### config.mk
export PLATFORM = sky130hd
export DESIGN_NAME = cut_child_ptr
export DESIGN_NICKNAME = d
export VERILOG_FILES = /design/src/rtl/cut_child_ptr_pkg.sv /design/src/rtl/cpg_field_slicer.sv /design/src/rtl/cpg_index_packer.sv /design/src/rtl/cpg_out_stage.sv /design/src/rtl/cut_child_ptr.sv
export SDC_FILE = /design/constraint.sdc
export NUM_CORES = 1
export LEC_CHECK = 0
export BUFFER_PORTS_ARGS = -buffer_cell sky130_fd_sc_hd__buf_2
export CORE_MARGIN = 3
export CORE_UTILIZATION = 55
export CTS_CLUSTER_DIAMETER = 150
export DETAILED_ROUTE_END_ITERATION = 10
export HOLD_SLACK_MARGIN = 0.05
export PLACE_DENSITY = 0.78
export SYNTH_ARGS = -nofsm -noshare
export SYNTH_HDL_FRONTEND = slang
export SYNTH_HIERARCHICAL = 1
export SYNTH_SLANG_ARGS = --single-unit
### constraint.sdc
create_clock -name clk -period 1.33 [get_ports clk]
set_input_delay 0.133 -clock clk [delete_from_list [all_inputs] [get_ports clk]]
set_output_delay 0.133 -clock clk [all_outputs]
set_load 0.02 [all_outputs]
### src/rtl/cut_child_ptr_pkg.sv
package cut_child_ptr_pkg;

   typedef enum logic {
      OUT_COMB = 1'b0,
      OUT_REG  = 1'b1
   } cpg_out_mode_e;

   localparam int unsigned CPG_DEF_FIELDS  = 4;
   localparam int unsigned CPG_DEF_FIELD_W = 16;
   localparam int unsigned CPG_DEF_MAX_CUT = 4;
   localparam int unsigned CPG_DEF_ADDR_W  = 16;

endpackage

### src/rtl/cpg_field_slicer.sv
module cpg_field_slicer #(
   parameter int unsigned FIELD_W     = 16,
   parameter int unsigned MAX_CUT_LOG = 4,
   parameter int unsigned CUT_W       = 3,
   parameter int unsigned OFS_W       = 5
) (
   input  logic [FIELD_W-1:0]     field_i,
   input  logic [CUT_W-1:0]       cut_log_i,
   input  logic [OFS_W-1:0]       offset_i,
   output logic [MAX_CUT_LOG-1:0] bits_o,
   output logic [CUT_W-1:0]       width_o
);

   localparam int unsigned SH_W = $clog2(FIELD_W + 1);

   logic [CUT_W-1:0]   width_sat;
   logic [FIELD_W-1:0] aligned;
   logic [FIELD_W-1:0] shifted;
   logic [SH_W-1:0]    rsh;

   // Clamp oversized cut logs to the largest supported group.
   always_comb begin
      if (cut_log_i > CUT_W'(MAX_CUT_LOG)) begin
         width_sat = CUT_W'(MAX_CUT_LOG);
      end else begin
         width_sat = cut_log_i;
      end
   end

   // Left shift drops the consumed bits and fills the bottom with zeros.
   // Right shift then keeps only the top width_sat bits.
   always_comb begin
      aligned = field_i << offset_i;
      rsh     = SH_W'(FIELD_W - int'(width_sat));
      shifted = aligned >> rsh;
   end

   assign bits_o  = shifted[MAX_CUT_LOG-1:0];
   assign width_o = width_sat;

endmodule

### src/rtl/cpg_index_packer.sv
module cpg_index_packer #(
   parameter int unsigned NUM_FIELDS  = 4,
   parameter int unsigned MAX_CUT_LOG = 4,
   parameter int unsigned CUT_W       = 3,
   parameter int unsigned IDX_W       = 16
) (
   input  logic [NUM_FIELDS*MAX_CUT_LOG-1:0] bits_i,
   input  logic [NUM_FIELDS*CUT_W-1:0]       widths_i,
   output logic [IDX_W-1:0]                  index_o
);

   logic [IDX_W-1:0] acc [NUM_FIELDS+1];

   assign acc[0] = '0;

   // Field 0 enters first, so after all shifts it ends up most significant.
   for (genvar f = 0; f < NUM_FIELDS; f++) begin : g_join
      assign acc[f+1] = (acc[f] << widths_i[f*CUT_W +: CUT_W])
                      | IDX_W'(bits_i[f*MAX_CUT_LOG +: MAX_CUT_LOG]);
   end

   assign index_o = acc[NUM_FIELDS];

endmodule

### src/rtl/cpg_out_stage.sv
module cpg_out_stage #(
   parameter int unsigned ADDR_W = 16,
   parameter int unsigned IDX_W  = 16,
   parameter bit          PIPE   = 1'b1
) (
   input  logic              clk,
   input  logic              rst_n,
   input  logic              valid_i,
   input  logic [ADDR_W-1:0] base_i,
   input  logic [IDX_W-1:0]  index_i,
   output logic              valid_o,
   output logic [ADDR_W-1:0] addr_o
);

   logic [ADDR_W-1:0] sum;

   assign sum = base_i + ADDR_W'(index_i);

   if (PIPE) begin : g_reg
      logic              valid_q;
      logic [ADDR_W-1:0] addr_q;

      always_ff @(posedge clk or negedge rst_n) begin
         if (!rst_n) begin
            valid_q <= 1'b0;
            addr_q  <= '0;
         end else begin
            valid_q <= valid_i;
            if (valid_i) begin
               addr_q <= sum;
            end
         end
      end

      assign valid_o = valid_q;
      assign addr_o  = addr_q;
   end else begin : g_comb
      assign valid_o = valid_i;
      assign addr_o  = sum;
   end

endmodule

### src/rtl/cut_child_ptr.sv
module cut_child_ptr
   import cut_child_ptr_pkg::*;
#(
   parameter int unsigned NUM_FIELDS  = CPG_DEF_FIELDS,
   parameter int unsigned FIELD_W     = CPG_DEF_FIELD_W,
   parameter int unsigned MAX_CUT_LOG = CPG_DEF_MAX_CUT,
   parameter int unsigned ADDR_W      = CPG_DEF_ADDR_W,
   parameter bit          PIPE        = OUT_REG,
   localparam int unsigned CUT_W      = $clog2(MAX_CUT_LOG + 1),
   localparam int unsigned OFS_W      = $clog2(FIELD_W) + 1,
   localparam int unsigned IDX_W      = NUM_FIELDS * MAX_CUT_LOG
) (
   input  logic                          clk,
   input  logic                          rst_n,
   input  logic                          in_valid,
   input  logic [NUM_FIELDS*FIELD_W-1:0] hdr_fields,
   input  logic [NUM_FIELDS*CUT_W-1:0]   cut_log,
   input  logic [NUM_FIELDS*OFS_W-1:0]   consumed,
   input  logic [ADDR_W-1:0]             base_addr,
   output logic                          out_valid,
   output logic [ADDR_W-1:0]             child_addr
);

   // Elaboration-time parameter checks.
   if (NUM_FIELDS < 1) begin : g_chk_fields
      $error("cut_child_ptr: NUM_FIELDS must be at least 1");
   end
   if (MAX_CUT_LOG < 1 || MAX_CUT_LOG > FIELD_W) begin : g_chk_cut
      $error("cut_child_ptr: MAX_CUT_LOG must lie in 1..FIELD_W");
   end
   if (IDX_W > ADDR_W) begin : g_chk_idx
      $error("cut_child_ptr: joined index wider than address");
   end

   logic [NUM_FIELDS*MAX_CUT_LOG-1:0] slice_bits;
   logic [NUM_FIELDS*CUT_W-1:0]       slice_width;
   logic [IDX_W-1:0]                  child_index;

   for (genvar f = 0; f < NUM_FIELDS; f++) begin : g_field
      cpg_field_slicer #(
         .FIELD_W     (FIELD_W),
         .MAX_CUT_LOG (MAX_CUT_LOG),
         .CUT_W       (CUT_W),
         .OFS_W       (OFS_W)
      ) u_slice (
         .field_i   (hdr_fields[f*FIELD_W +: FIELD_W]),
         .cut_log_i (cut_log[f*CUT_W +: CUT_W]),
         .offset_i  (consumed[f*OFS_W +: OFS_W]),
         .bits_o    (slice_bits[f*MAX_CUT_LOG +: MAX_CUT_LOG]),
         .width_o   (slice_width[f*CUT_W +: CUT_W])
      );
   end

   cpg_index_packer #(
      .NUM_FIELDS  (NUM_FIELDS),
      .MAX_CUT_LOG (MAX_CUT_LOG),
      .CUT_W       (CUT_W),
      .IDX_W       (IDX_W)
   ) u_pack (
      .bits_i   (slice_bits),
      .widths_i (slice_width),
      .index_o  (child_index)
   );

   cpg_out_stage #(
      .ADDR_W (ADDR_W),
      .IDX_W  (IDX_W),
      .PIPE   (PIPE)
   ) u_out (
      .clk     (clk),
      .rst_n   (rst_n),
      .valid_i (in_valid),
      .base_i  (base_addr),
      .index_i (child_index),
      .valid_o (out_valid),
      .addr_o  (child_addr)
   );

endmodule

==> results of run 1 <==
[worst register-to-register path: cells and delay by family, from the launching register on]
family | cells | cell delay (ns)
flops | 1 | 0.40
simple gates | 2 | 0.66
[state kept, by name, summed over array words and instances (netlist names)]
signal         cells
u_out/addr_o      16
u_out/valid_o      1
[power by group]
| part | internal, mW | leakage (nW) | switching [mW] | total [mW] |
|---|---|---|---|---|
| clock network | 0.407 | 0.0382 | 0.204 | 0.612 |
| logic | 3.82 | 5.68 | 4.07 | 7.89 |
| registers | 0.722 | 0.200 | 0.133 | 0.855 |
[final timing paths]
check	startpoint	to	cells after the start
min in group asynchronous	rst_n	u_out/addr_o[1]	2
worst min-delay path	in_valid	u_out/addr_o[14]	2
max in group asynchronous	rst_n	u_out/addr_o[13]	2
worst max register to register	u_out/addr_o[13]	u_out/addr_o[13]	2
worst max-delay path	consumed[0]	u_out/addr_o[13]	24
worst min register to register	u_out/addr_o[3]	u_out/addr_o[3]	1
[layout make-up]
type	count	area share [%]
multi-input combinational	932	62.18
timing repair buffer	551	31.12
sequential	17	3.245
tap	184	1.756
inverter	38	1.098
clock buffer	4	0.6013
[layer usage]
metal  vias up  routed length [µm]  GRT usage (%)
li1       5226                   -              -
met1      5602               13890          45.67
met2       970               17700          63.54
met3       275                3179          3.029
met4         0                2462          13.51
met5         -                   0              0
[what timing repair did]
item / CTS / global route
gates cloned: 3 / 0
hold endpoints to repair: 17 / 0
pin swaps: 31 / 43
resized for setup: 82 / 69
setup buffers: 17 / 16
hold buffers: 1 / 0
setup endpoints to repair: 16 / 16
==> results.py, run 1 <==
metrics = {
    "timing": {
        "timing.slew.headroom_pct": 56.03,
        "fin_skew_ns": 0,
        "final-max-slew-violation-count": 0,
        "hold_ws_ns": 0.2555,
        "finalSetupTns_ns": -60.94,
        "fin_ws_ns": -4.242,
        "period_share_pct": 418.9,
        "layout_min_cycle_time_ns": 5.572,
        "hold_viol": 0,
        "timing.fmax_mhz": 179.5,
        "tightest_slew_ns": 0.6571,
        "setup_viol": 16,
        "rsz0062_at_grt": "yes",
    },
    "cts": {
        "path_clk_slew_ns": 0.05,
        "cts_root_buffer": "clkbuf_16",
        "cts_tree": "done",
        "cts_buffer_depth": 2,
        "cts_buffers": 3,
        "clk_latency_ns": 0.25,
        "htreeDepth": 1,
        "clock_sinks": 17,
    },
    "die": {
        "die_h_um": 129.8,
        "start_util_pct": 57.11,
        "die_w_um": 129.8,
        "core_area_mm2": 0.01475,
        "dieArea_mm2": 0.01684,
        "ios": 132,
        "rows": 44,
    },
    "yosys": {
        "syn_nets": 1220,
        "syn_avg_cell_area_um2": 7.794,
        "yosys_warnings": 6,
        "synth_area_mm2": 0.008426,
        "syn-instance-count": 1081,
    },
    "drt": {
        "drtAntennaViolNets": 0,
        "first_iter_violations": 1607,
        "totalWireLength_um": 37230,
        "dr.pass1.iters": 7,
        "via_count": 12070,
        "drt-vias-per-instance": 6.995,
        "wl_per_cell_um": 21.57,
        "post-route-drc-count": 0,
    },
    "cells_and_area": {
        "fillers": 723,
        "final_util_pct": 88.85,
        "stdcell_count": 1726,
        "mostFrequentLayoutCells": "buf_4, buf_2, mux2i_1, nor2_1, nor3_1",
        "drive_gt1_share_pct": 49.94,
        "multi_input_comb_area_mm2": 0.008152,
        "syn_to_final_growth_pct": 55.58,
        "post-route-cell-area_mm2": 0.01311,
        "final_common_cell": "buf_4",
        "seqCellArea_um2": 425.4,
        "finalNetCount": 1682,
        "antenna_cells": 0,
    },
    "outcome": {
        "outcome": "finished with violations",
        "violations": "negative setup slack",
    },
    "worst_setup_path": {
        "cpPeakStageDelay_ns": 0.49,
        "crit_top_cell": "buf_4",
        "setup.worst_path.start_class": "input port",
        "cp_data_arrival_time_ns": 5.69,
        "path_buf_inv": 5,
        "cp-end-kind": "flip-flop",
        "path_delay_family": "compound AO/OA/AOI/OAI gates",
        "path_max_fanout": 7,
        "path_cells": "buf_12 -> buf_4 -> mux2i_4 -> nand2_1 -> a22o_1 -> a2111oi_2 -> a211oi_1 -> o31a_1 -> mux2_4 -> buf_12 -> a2111oi_4 -> buf_4 -> a2111oi_4 -> a211oi_2 -> buf_4 -> mux2i_4 -> mux2i_1 -> mux2i_1 -> ha_1 -> a21oi_2 -> o211ai_1 -> a21boi_1 -> nor3_1 -> or4_1",
        "r2r_slack_ns": 0.14,
        "critPathKind": "input port to flip-flop",
        "crit_required_ns": 1.45,
        "crit_slowest_cell": "or4_1",
    },
    "placement": {
        "place_hpwl_um": 24040,
        "placed_area_mm2": 0.01204,
        "gp_congestion": 0.9827,
        "pre_cts_ws_ns": -4.283,
        "placed_cells": 1688,
        "portBuffers": 131,
    },
    "power_and_ir_drop": {
        "p_leak_nw": 5.915,
        "total_power_mw": 9.355,
        "p_per_area_mw_per_mm2": 713.6,
        "ir_drop_mv": 1.544,
    },
    "grt": {
        "grt_pass1_wl_um": 51250,
        "grt_max_degree": 24,
        "grt_antenna_before_repair": 0,
        "overflow": 0,
        "groute.usage.overall_pct": 35.96,
        "grt_pass1_vias": 10900,
    },
    "flow_run": {
        "cap_violations": 0,
    },
    "min_path": {
        "hp-class": "input port to flip-flop",
    },
}
Note: power is estimated with default switching activity, not from simulation.
==> inputs of run 2 (changes only) <==
--- a/config.mk
+++ b/config.mk
@@ -7,11 +7,11 @@
 export LEC_CHECK = 0
 export BUFFER_PORTS_ARGS = -buffer_cell sky130_fd_sc_hd__buf_2
 export CORE_MARGIN = 3
-export CORE_UTILIZATION = 55
+export CORE_UTILIZATION = 60
 export CTS_CLUSTER_DIAMETER = 150
 export DETAILED_ROUTE_END_ITERATION = 10
 export HOLD_SLACK_MARGIN = 0.05
-export PLACE_DENSITY = 0.78
+export PLACE_DENSITY = 0.84
 export SYNTH_ARGS = -nofsm -noshare
 export SYNTH_HDL_FRONTEND = slang
 export SYNTH_HIERARCHICAL = 1
==> run 2 against run 1 <==
Compared with the run above: the flow now stops in global routing; synthesized area unchanged; synthesized cell count unchanged.
==> results.py, run 2 <==
metrics = {
    "cts": {
        "htreeDepth": 1,
        "cts_buffers": 3,
        "cts_root_buffer": "clkbuf_16",
        "cts_buffer_depth": 2,
        "clock_sinks": 17,
    },
    "die": {
        "die_w_um": 124.5,
        "ios": 132,
        "start_util_pct": 62.39,
        "rows": 42,
        "die_h_um": 124.5,
    },
    "placement": {
        "placed_cells": 1669,
        "place_hpwl_um": 27430,
        "gp_congestion": 1.007,
        "portBuffers": 131,
        "placed_area_mm2": 0.01193,
    },
    "grt": {
        "overflow": 649,
        "groute.usage.overall_pct": 87.40,
        "grt_max_degree": 27,
    },
    "timing": {
        "crit_endpoint": "u_out/addr_o[13]$_DFFE_PN0P_/D",
        "worst_endpoint_kind": "register input",
    },
    "yosys": {
        "syn-instance-count": 1081,
        "yosys_warnings": 6,
        "synth_area_mm2": 0.008426,
        "syn_avg_cell_area_um2": 7.794,
        "syn_nets": 1220,
    },
    "outcome": {
        "lastStage": "global routing",
        "error_line": "[ERROR GRT-0232] Routing congestion too high. Check the congestion heatmap in the GUI.",
        "outcome": "aborted with a tool error",
    },
}
## run 2: per-layer routing
layer | overflow | GRT usage, %
met5 | 0 | 14.38
met4 | 182 | 98.65
met3 | 9 | 68.78
met2 | 453 | 108.5
met1 | 5 | 82.58
## run 2: stage by stage
step	TNS (ns)	utilization, %	setup WS (ns)	hold slack [ns]
4_1_cts	-57.29	92.78	-4.039	0.05865
3_5_place_dp	-65.06	88.36	-4.561	0.06686
3_3_place_gp	-60.25	88.36	-4.133	0.06583
2_1_floorplan	-51.74	-	-3.823	-0.1626
## run 2: timing repair
action	in CTS
hold buffers	1
hold endpoints to repair	17
buffers inserted	21
endpoints found under the setup margin	16
gates resized for setup	84
pin swaps	41
==> inputs of run 3 (changes only) <==
--- a/config.mk
+++ b/config.mk
@@ -7,11 +7,9 @@
 export LEC_CHECK = 0
 export BUFFER_PORTS_ARGS = -buffer_cell sky130_fd_sc_hd__buf_2
 export CORE_MARGIN = 3
-export CORE_UTILIZATION = 60
-export CTS_CLUSTER_DIAMETER = 150
+export CORE_UTILIZATION = 40
 export DETAILED_ROUTE_END_ITERATION = 10
-export HOLD_SLACK_MARGIN = 0.05
-export PLACE_DENSITY = 0.84
+export PLACE_DENSITY_LB_ADDON = 0.15
 export SYNTH_ARGS = -nofsm -noshare
 export SYNTH_HDL_FRONTEND = slang
 export SYNTH_HIERARCHICAL = 1
==> run 3 against run 2 <==
Compared with the run above: the flow now finishes, with violations (negative setup slack).
==> results.py, run 3 (synthesis results as in run 1) <==
metrics = {
    "worst_setup_path": {
        "r2r_slack_ns": 0.17,
        "reg2regPathDepth": 2,
        "r2r-end": "u_out/addr_o[13]",
        "cp_data_arrival_time_ns": 5.41,
        "critPathKind": "input port to flip-flop",
        "cp-end-kind": "flip-flop",
        "timing.rr.start": "u_out/addr_o[13]",
        "setup.worst_path.start_class": "input port",
        "path_max_fanout": 5,
        "crit_required_ns": 1.45,
    },
    "die": {
        "die_h_um": 151.1,
        "start_util_pct": 41.11,
        "core_area_mm2": 0.02049,
        "ios": 132,
        "dieArea_mm2": 0.02284,
        "rows": 52,
        "die_w_um": 151.1,
    },
    "cells_and_area": {
        "mostFrequentLayoutCells": "buf_4, buf_2, nor2_1, mux2i_1, mux2_2",
        "final_common_cell": "buf_4",
        "fillers": 1865,
        "syn_to_final_growth_pct": 51.37,
        "drive_gt1_share_pct": 48.03,
        "antenna_cells": 0,
        "finalNetCount": 1666,
        "multi_input_comb_area_mm2": 0.007905,
        "stdcell_count": 1796,
        "seqCellArea_um2": 425.4,
        "largest_register_ffs": 16,
    },
    "min_path": {
        "min-delay-start": "in_valid",
        "hold_depth": 2,
        "worstHoldEndpoint": "u_out/addr_o[14]",
        "hp-class": "input port to flip-flop",
    },
    "cts": {
        "clock_sinks": 17,
        "cts_buffer_depth": 2,
        "cts_root_buffer": "clkbuf_16",
        "cts_tree": "done",
        "cts_buffers": 3,
        "clk_latency_ns": 0.25,
        "htreeDepth": 1,
        "path_clk_slew_ns": 0.05,
    },
    "grt": {
        "grt_antenna_before_repair": 0,
        "overflow": 0,
        "grt_max_degree": 24,
        "groute.usage.overall_pct": 24.18,
        "grt_pass1_vias": 10210,
        "grt_pass1_wl_um": 47610,
    },
    "flow_run": {
        "cap_violations": 0,
    },
    "drt": {
        "totalWireLength_um": 29000,
        "first_iter_violations": 483,
        "post-route-drc-count": 0,
        "drtAntennaViolNets": 0,
        "via_count": 10370,
        "dr.pass1.iters": 5,
        "wl_per_cell_um": 16.15,
        "drt-vias-per-instance": 5.775,
    },
    "outcome": {
        "outcome": "finished with violations",
        "violations": "negative setup slack",
    },
    "timing": {
        "tightest_slew_ns": 0.5529,
        "final-max-slew-violation-count": 0,
        "rsz0062_at_grt": "yes",
        "period_share_pct": 398.1,
        "hold_viol": 0,
        "timing.fmax_mhz": 188.9,
        "fin_ws_ns": -3.965,
        "fin_skew_ns": 0,
        "setup_viol": 16,
        "timing.slew.headroom_pct": 63.00,
        "layout_min_cycle_time_ns": 5.295,
    },
    "power_and_ir_drop": {
        "total_power_mw": 8.405,
        "p_leak_nw": 5.734,
        "p_per_area_mw_per_mm2": 659.1,
        "ir_drop_mv": 1.406,
    },
    "placement": {
        "place_hpwl_um": 23180,
        "placed_cells": 1776,
        "portBuffers": 131,
        "gp_congestion": 0.9214,
    },
}
run 3: stage by stage:
| step | setup slack [ns] | TNS (ns) | util [%] | area, µm² | hold WS (ns) |
|---|---|---|---|---|---|
| 4_1_cts | -3.808 | -55.16 | 61.04 | 12510 | 0.2276 |
| 2_1_floorplan | -3.823 | -51.74 | - | 8655 | -0.1626 |
| 6_report | -3.965 | -56.77 | 62.23 | 12750 | 0.2247 |
| 3_3_place_gp | -4.134 | -60.46 | 59.46 | 12190 | 0.07458 |
| 5_1_grt | -4.135 | -60.25 | 62.23 | 12750 | 0.2544 |
| 3_5_place_dp | -4.306 | -62.45 | 59.46 | 12190 | 0.07140 |
run 3: critical path: stages:
cell,delay [ns]
buf_4,0.13
mux4_2,0.51
mux4_2,0.55
mux2i_2,0.23
a211oi_1,0.11
o31a_1,0.35
mux2_4,0.36
buf_6,0.14
a2111oi_4,0.38
a211oi_1,0.14
o31a_1,0.35
a2bb2oi_1,0.18
mux2i_1,0.24
mux2i_1,0.12
ha_2,0.42
nand4_1,0.18
nor3_2,0.19
nand2_1,0.09
and4_1,0.15
or4_1,0.46
run 3: repair_timing:
item                                    in CTS  in global routing
endpoints found under the setup margin      16                 16
gates resized for setup                     47                 40
cloned                                       0                  0
pin swaps                                   21                 20
buffers inserted                             9                  8
hold buffers                                 1                  0
endpoints found under the hold margin       17                  0
run 3: area by class of cell:
type                    instances  area share (%)
well taps                     270           2.649
repair buffers                535           30.29
multi-input cells             932           61.98
inverters                      38           1.128
clock buffers                   4          0.6181
flip-flops and latches         17           3.336
run 3: layer usage:
| layer | GRT usage, % | up-vias | part of all wire (%) |
|---|---|---|---|
| li1 | - | 5200 | - |
| met1 | 33.77 | 4884 | 48 |
| met2 | 42.26 | 256 | 47 |
| met3 | 1.317 | 32 | 4.1 |
| met4 | 3.264 | 0 | 1.0 |
| met5 | 0 | - | 0 |
run 3: worst max-delay path by stage:
stage	slack [ns]	end	from	depth (start not counted)
after floorplan	-3.82	u_out/addr_o[13]	cut_log[2]	26
after global placement	-4.13	u_out/addr_o[13]	consumed[0]	20
after detailed placement	-4.31	u_out/addr_o[13]	consumed[0]	20
after CTS	-3.81	u_out/addr_o[13]	consumed[0]	20
after global routing	-4.14	u_out/addr_o[13]	consumed[0]	20
final	-3.96	u_out/addr_o[13]	hdr_fields[1]	20
run 3: power by group:
part           switching (mW)  internal [mW]  leakage [nW]
combinational            3.45           3.53          5.50
clock                   0.191          0.407        0.0382
sequential              0.102          0.722         0.200
total                    3.74           4.66          5.73
==> inputs of run 4 (changes only) <==
--- a/config.mk
+++ b/config.mk
@@ -6,8 +6,10 @@
 export NUM_CORES = 1
 export LEC_CHECK = 0
 export BUFFER_PORTS_ARGS = -buffer_cell sky130_fd_sc_hd__buf_2
+export CELL_PAD_IN_SITES_DETAIL_PLACEMENT = 2
+export CELL_PAD_IN_SITES_GLOBAL_PLACEMENT = 2
 export CORE_MARGIN = 3
-export CORE_UTILIZATION = 40
+export CORE_UTILIZATION = 35
 export DETAILED_ROUTE_END_ITERATION = 10
 export PLACE_DENSITY_LB_ADDON = 0.15
 export SYNTH_ARGS = -nofsm -noshare
==> run 4 against run 3 <==
Compared with the run above: the run now fails in detailed placement; synthesized cell count is the same; synthesized area is the same.
==> results.py, run 4 <==
metrics = {
    "yosys": {
        "syn-instance-count": 1081,
        "syn_nets": 1220,
        "synth_area_mm2": 0.008426,
        "yosys_warnings": 6,
        "syn_avg_cell_area_um2": 7.794,
    },
    "die": {
        "ios": 132,
        "rows": 56,
        "die_h_um": 161.2,
        "die_w_um": 161.2,
        "start_util_pct": 35.79,
    },
    "outcome": {
        "outcome": "aborted with a tool error",
        "error_line": "[ERROR DPL-0033] detailed placement checks failed during check placement.",
        "lastStage": "detailed placement",
    },
    "placement": {
        "place_hpwl_um": 40440,
        "portBuffers": 131,
        "gp_congestion": 0.9139,
    },
}
## run 4: through the flow
stage,cells,area [µm²]
after floorplan,1081,8655
after global placement,1847,12440
